`src/rtl/cbi_pkg.sv`:
```
package cbi_pkg;
  typedef enum logic [1:0] {
    ST_IDLE = 2'd0,
    ST_ACK  = 2'd1,
    ST_NEG  = 2'd2,
    ST_PASS = 2'd3
  } cbi_state_e;

  localparam int REG_MASK = 0;
  localparam int REG_STAT = 1;
  localparam int REG_VEC  = 2;
  localparam int REG_CTRL = 3;
  localparam int NUM_REGS = 4;
endpackage

```
`src/rtl/cbi_sync.sv`:
```
module cbi_sync #(
  parameter int          W       = 2,
  parameter logic [W-1:0] RST_VAL = '1
) (
  input  logic         clk,
  input  logic         rst_n,
  input  logic [W-1:0] d,
  output logic [W-1:0] q
);
  logic [W-1:0] meta;

  always_ff @(posedge clk or negedge rst_n) begin
    if (!rst_n) begin
      meta <= RST_VAL;
      q    <= RST_VAL;
    end else begin
      meta <= d;
      q    <= meta;
    end
  end
endmodule

```
`src/rtl/cbi_prio.sv`:
```
module cbi_prio #(
  parameter int N  = 8,
  parameter int IW = 3
) (
  input  logic [N-1:0]  req,
  output logic [IW-1:0] idx,
  output logic          any
);
  always_comb begin
    idx = '0;
    for (int i = N - 1; i >= 0; i--) begin
      if (req[i]) idx = IW'(i);
    end
  end

  assign any = |req;

  // the chosen index is requesting and nothing below it is
  always_comb begin
    if (any) begin
      assert_prio_lowest_R8: assert (req[idx] && ((req & ((N'(1) << idx) - N'(1))) == '0));
    end
  end
endmodule

```
`src/rtl/cbi_regs.sv`:
```
module cbi_regs
  import cbi_pkg::*;
#(
  parameter int DW    = 8,
  parameter int AW    = 6,
  parameter int N_SRC = 8
) (
  input  logic             clk,
  input  logic             rst_n,
  input  logic             wr_en,
  input  logic [AW-1:0]    addr,
  input  logic [DW-1:0]    wdata,
  input  logic [N_SRC-1:0] src,
  output logic [DW-1:0]    rdata,
  output logic [N_SRC-1:0] active,
  output logic [DW-1:0]    vector,
  output logic             modify
);
  logic [N_SRC-1:0] mask_q, pend_q, clr;
  logic [DW-1:0]    vec_q;
  logic             mod_q;

  assign clr = (wr_en && addr == AW'(REG_STAT)) ? wdata[N_SRC-1:0] : '0;

  always_ff @(posedge clk or negedge rst_n) begin
    if (!rst_n) begin
      mask_q <= '0;
      pend_q <= '0;
      vec_q  <= '0;
      mod_q  <= 1'b0;
    end else begin
      pend_q <= (pend_q & ~clr) | src;
      if (wr_en) begin
        case (addr)
          AW'(REG_MASK): mask_q <= wdata[N_SRC-1:0];
          AW'(REG_VEC):  vec_q  <= wdata;
          AW'(REG_CTRL): mod_q  <= wdata[0];
          default: ;
        endcase
      end
    end
  end

  always_comb begin
    rdata = '0;
    case (addr)
      AW'(REG_MASK): rdata = DW'(mask_q);
      AW'(REG_STAT): rdata = DW'(pend_q);
      AW'(REG_VEC):  rdata = vec_q;
      AW'(REG_CTRL): rdata = DW'(mod_q);
      default:       rdata = '0;
    endcase
  end

  assign active = pend_q & mask_q;
  assign vector = vec_q;
  assign modify = mod_q;

  // the mask only moves on a bus write
  assert_mask_quiet_R2: assert property (@(posedge clk) disable iff (!rst_n)
    !wr_en |=> $stable(mask_q));

  // a pending bit only rises after its source was high
  for (genvar i = 0; i < N_SRC; i++) begin : g_pend_chk
    assert_pend_from_src_R5: assert property (@(posedge clk) disable iff (!rst_n)
      $rose(pend_q[i]) |-> $past(src[i]));
  end
endmodule

```
`src/rtl/cbi_top.sv`:
```
module cbi_top
  import cbi_pkg::*;
#(
  parameter int DW    = 8,
  parameter int AW    = 6,
  parameter int N_SRC = 8
) (
  input  logic             clk,
  input  logic             rst_n,
  input  logic             cs_n,
  input  logic             rw,
  input  logic [AW-1:0]    addr,
  input  logic [DW-1:0]    data_in,
  output logic [DW-1:0]    data_out,
  output logic             data_oe,
  input  logic             iack_n,
  output logic             xfer_ack_n,
  output logic             xfer_ack_oe,
  input  logic [N_SRC-1:0] irq_src,
  output logic             irq_n,
  output logic             chain_out_n
);
  localparam int IW = (N_SRC > 1) ? $clog2(N_SRC) : 1;

  logic             cs_s, iack_s, wr_en, modify, any;
  logic [DW-1:0]    rdata, vector, vec_out;
  logic [N_SRC-1:0] active;
  logic [IW-1:0]    idx;

  cbi_state_e    state;
  logic          ack_n_q, ack_oe_q, doe_q, is_iack_q, chain_n_q;
  logic [DW-1:0] dout_q;

  cbi_sync #(.W(2), .RST_VAL(2'b11)) u_sync (
    .clk(clk), .rst_n(rst_n), .d({cs_n, iack_n}), .q({cs_s, iack_s})
  );

  assign wr_en = (state == ST_IDLE) && !cs_s && !rw;

  cbi_regs #(.DW(DW), .AW(AW), .N_SRC(N_SRC)) u_regs (
    .clk(clk), .rst_n(rst_n), .wr_en(wr_en), .addr(addr), .wdata(data_in),
    .src(irq_src), .rdata(rdata), .active(active), .vector(vector), .modify(modify)
  );

  cbi_prio #(.N(N_SRC), .IW(IW)) u_prio (.req(active), .idx(idx), .any(any));

  assign vec_out = modify ? {vector[DW-1:IW], idx} : vector;

  always_ff @(posedge clk or negedge rst_n) begin
    if (!rst_n) begin
      state     <= ST_IDLE;
      ack_n_q   <= 1'b1;
      ack_oe_q  <= 1'b0;
      doe_q     <= 1'b0;
      dout_q    <= '0;
      is_iack_q <= 1'b0;
      chain_n_q <= 1'b1;
    end else begin
      case (state)
        ST_IDLE: begin
          if (!cs_s) begin
            state     <= ST_ACK;
            ack_n_q   <= 1'b0;
            ack_oe_q  <= 1'b1;
            is_iack_q <= 1'b0;
            doe_q     <= rw;
            dout_q    <= rdata;
          end else if (!iack_s) begin
            if (any) begin
              state     <= ST_ACK;
              ack_n_q   <= 1'b0;
              ack_oe_q  <= 1'b1;
              is_iack_q <= 1'b1;
              doe_q     <= 1'b1;
              dout_q    <= vec_out;
            end else begin
              state     <= ST_PASS;
              chain_n_q <= 1'b0;
            end
          end
        end
        ST_ACK: begin
          if (is_iack_q ? iack_s : cs_s) begin
            state   <= ST_NEG;
            ack_n_q <= 1'b1;
            doe_q   <= 1'b0;
          end
        end
        ST_NEG: begin
          state    <= ST_IDLE;
          ack_oe_q <= 1'b0;
        end
        ST_PASS: begin
          if (iack_s) begin
            state     <= ST_IDLE;
            chain_n_q <= 1'b1;
          end
        end
        default: state <= ST_IDLE;
      endcase
    end
  end

  assign data_out    = dout_q;
  assign data_oe     = doe_q;
  assign xfer_ack_n  = ack_n_q;
  assign xfer_ack_oe = ack_oe_q;
  assign chain_out_n = chain_n_q;
  assign irq_n       = !any;

  // data is only driven while the acknowledge is asserted
  assert_doe_in_ack_R3: assert property (@(posedge clk) disable iff (!rst_n)
    data_oe |-> (xfer_ack_oe && !xfer_ack_n));

  // a driven-high acknowledge floats on the next clock
  assert_neg_then_float_R4: assert property (@(posedge clk) disable iff (!rst_n)
    (xfer_ack_oe && xfer_ack_n) |=> !xfer_ack_oe);

  // passing the chain never coexists with a driven acknowledge
  assert_pass_silent_R9: assert property (@(posedge clk) disable iff (!rst_n)
    !chain_out_n |-> (!xfer_ack_oe && !data_oe));

  // a vector acknowledge requires an enabled pending source
  assert_iack_needs_irq_R7: assert property (@(posedge clk) disable iff (!rst_n)
    ($fell(xfer_ack_n) && is_iack_q) |-> $past(any));
endmodule

```
`config.mk`:
```
export PLATFORM = sky130hd
export DESIGN_NAME = cbi_top
export DESIGN_NICKNAME = d
export VERILOG_FILES = /design/src/rtl/cbi_pkg.sv /design/src/rtl/cbi_sync.sv /design/src/rtl/cbi_prio.sv /design/src/rtl/cbi_regs.sv /design/src/rtl/cbi_top.sv
export SDC_FILE = /design/constraint.sdc
export NUM_CORES = 1
export LEC_CHECK = 0
export ABC_AREA = 1
export CORE_UTILIZATION = 54
export CTS_BUF_LIST = sky130_fd_sc_hd__clkbuf_8
export DETAILED_ROUTE_END_ITERATION = 8
export PLACE_DENSITY_LB_ADDON = 0.2
export SYNTH_ARGS = -nofsm -noshare
export SYNTH_HDL_FRONTEND = slang
export SYNTH_SLANG_ARGS = --single-unit
```
`constraint.sdc`:
```
create_clock -name clk -period 1.56 [get_ports clk]
set_clock_uncertainty 0.1 [all_clocks]
set_input_delay 0.312 -clock clk [delete_from_list [all_inputs] [get_ports clk]]
set_output_delay 0.312 -clock clk [all_outputs]
set_load 0.02 [all_outputs]
```
==> results.toml <==
[die]
ios = 40
die_w_um = 66.9
start_util = 0.564
die_h_um = 66.9
die_area_um2 = 4470
core_um2 = 4030
num_rows = 23

[final_layout]
utilization = 0.799
num-fill-cells = 275
area_delta_synth_final_pct = 41.7
fin_cells = 402
diodes = 0
design_area_um2 = 3220
drive_gt1_frac = 0.341
nNetsFinal = 378
multi_input_area_um2 = 1060
seq_area_um2 = 1110

[synthesis]
ys_ff_latch = 44
syn_nets = 290
ys_seq_area_frac = 0.488
netlist_area_um2 = 2270
syn_area_per_cell_um2 = 8.64
ys_types = 28
synth_cells = 263
yosys_warnings = 0

[route]
vias = 2112
wirelength_um = 5550
dr.pass1.iters = 5
drc = 0
wl_per_cell_um = 13.8
drt-initial-drc-count = 75
viasPerCell = 5.25
drtAntennaViolNets = 0

[clock_tree]
numCtsBuffers = 5
cts_num_sinks = 44
htreeDepth = 2
clk_pin_slew_ns = 0.08
cts_max_path_buffers = 2
cts_tree = "built"
clockRootBuffer = "clkbuf_8"
insertion_delay_ns = 0.31

[placed_design]
hpwlAfterDp_um = 3950
dp.cells = 381
placed_cell_area_um2 = 2940
io_buffers = 39
gp_congestion = 0.861

[critical_path]
cp-end-kind = "output port"
r2r-start = "u_sync.q[1]"
startpoint_type = "register"
crit_type = "register to output port"
reg2reg_to = "data_oe"
cp.arrival_ns = 1.28
reg2regPathDepth = 7
cp_max_fo = 2
critPathLaunch = "u_regs.pend_q[6]"
critPathCapture = "irq_n"
reg2reg_slack_ns = -0.05
crit_required_ns = 1.15

[grt]
grt_pass1_vias = 1917
grt_use_total = 0.272
antenna_found_initial = 0
grt_max_degree = 22
grt_pass1_wl_um = 8870
grt_overflow = 0

[timing]
period_share = 1.08
finalCriticalPeriod_ns = 1.69
fmax_mhz = 591
grt_setup_unrepaired = "yes"
hold_viol_final = 0
timing.slew.headroom = 0.787
setup_viol = 3
layout_setup_ws_ns = -0.132
slew_violations = 0
worst_pin_slew_ns = 0.319

[power_and_ir_drop]
power_density_nw_per_um2 = 1150
combPwrFrac = 0.398
p_clk_frac = 0.204
power.share.switching = 0.366
p_leak_nw = 1.65
p_switching_w = 0.00135
peakVddDrop_mv = 0.608
pwr-share-seq = 0.398
p_int_w = 0.00234

[min_path]
hp-class = "register to register"
hold_start = "u_sync.meta[0]"

[job]
drv_cap = 0

[run_status]
violations = "negative setup slack"
outcome = "finished with violations"
-- what timing repair did --
action | 4_1_cts | 5_1_grt
pin swaps | 2 | 12
hold buffers | 1 | 0
endpoints found under the hold margin | 6 | 0
setup endpoints to repair | 18 | 32
setup buffers | 4 | 9
resized for setup | 27 | 24
-- state kept, by name (all words and copies together), names as in the netlist --
| name | cells |
|---|---|
| data_out | 8 |
| xfer_ack_oe | 1 |
| u_regs.vector | 8 |
| xfer_ack_n | 1 |
| u_sync.meta | 2 |
| u_regs.modify | 1 |
| u_regs.pend_q | 8 |
| u_sync.q | 2 |
| u_regs.mask_q | 8 |
| data_oe | 1 |
| is_iack_q | 1 |
| state | 2 |
| chain_out_n | 1 |
-- layout by cell type, fill, tap and decap left out --
cell	n
o21ai_0	6
clkbuf_8	6
a31oi_2	1
clkinvlp_4	1
inv_4	4
nand4_1	1
nand3_2	7
o21ai_1	4
inv_1	28
buf_12	2
nand2_4	5
dfstp_2	6
dlymetal6s2s_1	4
inv_2	3
o22ai_1	2
o21ai_2	17
nor2_4	5
buf_2	1
nor2_8	1
nor2_2	3
dlygate4sd2_1	10
a31oi_1	1
nand3_1	9
o21bai_1	3
buf_4	40
nand3_4	1
o211ai_1	8
dlygate4sd3_1	1
a21oi_1	6
a21oi_2	2
nand2_2	9
clkbuf_2	2
nor2_1	13
buf_6	4
nor3_1	3
a22oi_1	3
nand2_1	71
clkdlybuf4s50_1	21
dfrtp_1	38
-- cell usage after synthesis --
library cell,number,area (um^2)
a21oi_1,7,35.0
a21oi_2,1,8.76
a22oi_1,3,22.5
a31oi_1,1,6.26
a31oi_2,1,12.5
buf_2,1,5.00
buf_6,3,33.8
dfrtp_1,38,951
dfstp_2,6,158
inv_1,27,101
inv_2,7,26.3
nand2_1,76,285
nand2_2,5,31.3
nand2_4,4,45.0
nand3_1,14,70.1
nand3_2,3,30.0
nand4_1,1,6.26
nor2_1,13,48.8
nor2_2,4,25.0
nor2_4,4,45.0
nor2_8,1,20.0
nor3_1,3,15.0
o211ai_1,8,60.1
o21ai_0,9,45.0
o21ai_1,2,10.0
o21ai_2,16,140
o21bai_1,3,22.5
o22ai_1,2,12.5
-- power groups by stage --
stage / clock network, W / logic [W] / registers [W]
global route: 0.000791 / 0.00160 / 0.00149
global placement: 0 / 0.00129 / 0.00149
finish: 0.000753 / 0.00147 / 0.00147
detailed placement: 0 / 0.00132 / 0.00149
CTS: 0.000751 / 0.00130 / 0.00147
floorplan: 0 / 0.000657 / 0.00161
-- critical path, cell delays in order, from the launching register on --
cell	delay, ns
dfrtp_1	0.40
nand2_2	0.10
nand2_2	0.08
nor2_4	0.10
nand3_2	0.10
inv_2	0.09
buf_6	0.11
-- per-layer routing --
metal | global-route usage | up-vias | part of all wire
li1 | - | 1032 | -
met1 | 0.362 | 1013 | 0.44
met2 | 0.446 | 59 | 0.50
met3 | 0.0565 | 8 | 0.047
met4 | 0.0798 | 0 | 0.013
met5 | 0 | - | 0
-- metrics by stage --
stage               power, W  worst slack [ns]  TNS (ns)  hold slack (ns)
floorplan            0.00227             0.186         0          -0.0836
global placement     0.00277            -0.325     -7.74            0.113
detailed placement   0.00281            -0.377     -8.96            0.118
CTS                  0.00352            -0.142    -0.142            0.262
global route         0.00388            -0.198    -0.512            0.265
finish               0.00369            -0.132    -0.189            0.262
-- how the worst min path moves through the flow --
stage                  end  slack, ns  depth (start not counted)
2_1_floorplan      data_oe      -0.08                          0
3_3_place_gp       data_oe       0.11                          1
3_5_place_dp       data_oe       0.12                          1
4_1_cts        u_sync.q[0]       0.26                          0
5_1_grt        u_sync.q[1]       0.26                          0
6_report       u_sync.q[0]       0.26                          0
-- cells by family (layout without fill, tap and decap cells) --
logic type | after synthesis | in the layout | share of synthesized area
AO/OA/AOI/OAI | 53 | 53 | 0.165
flip-flops | 44 | 44 | 0.488
AND/OR/NAND/NOR | 128 | 128 | 0.274
buffers and inverters | 38 | 127 | 0.0732
-- final cells by class --
cell class              instances  area share
inverters                      34      0.0427
repair buffers                 85       0.235
clock buffers                   6      0.0256
multi-input cells             181       0.329
well taps                      50      0.0194
flip-flops and latches         44       0.344
clock inverters                 2     0.00350
(Power assumes the default switching activity.)
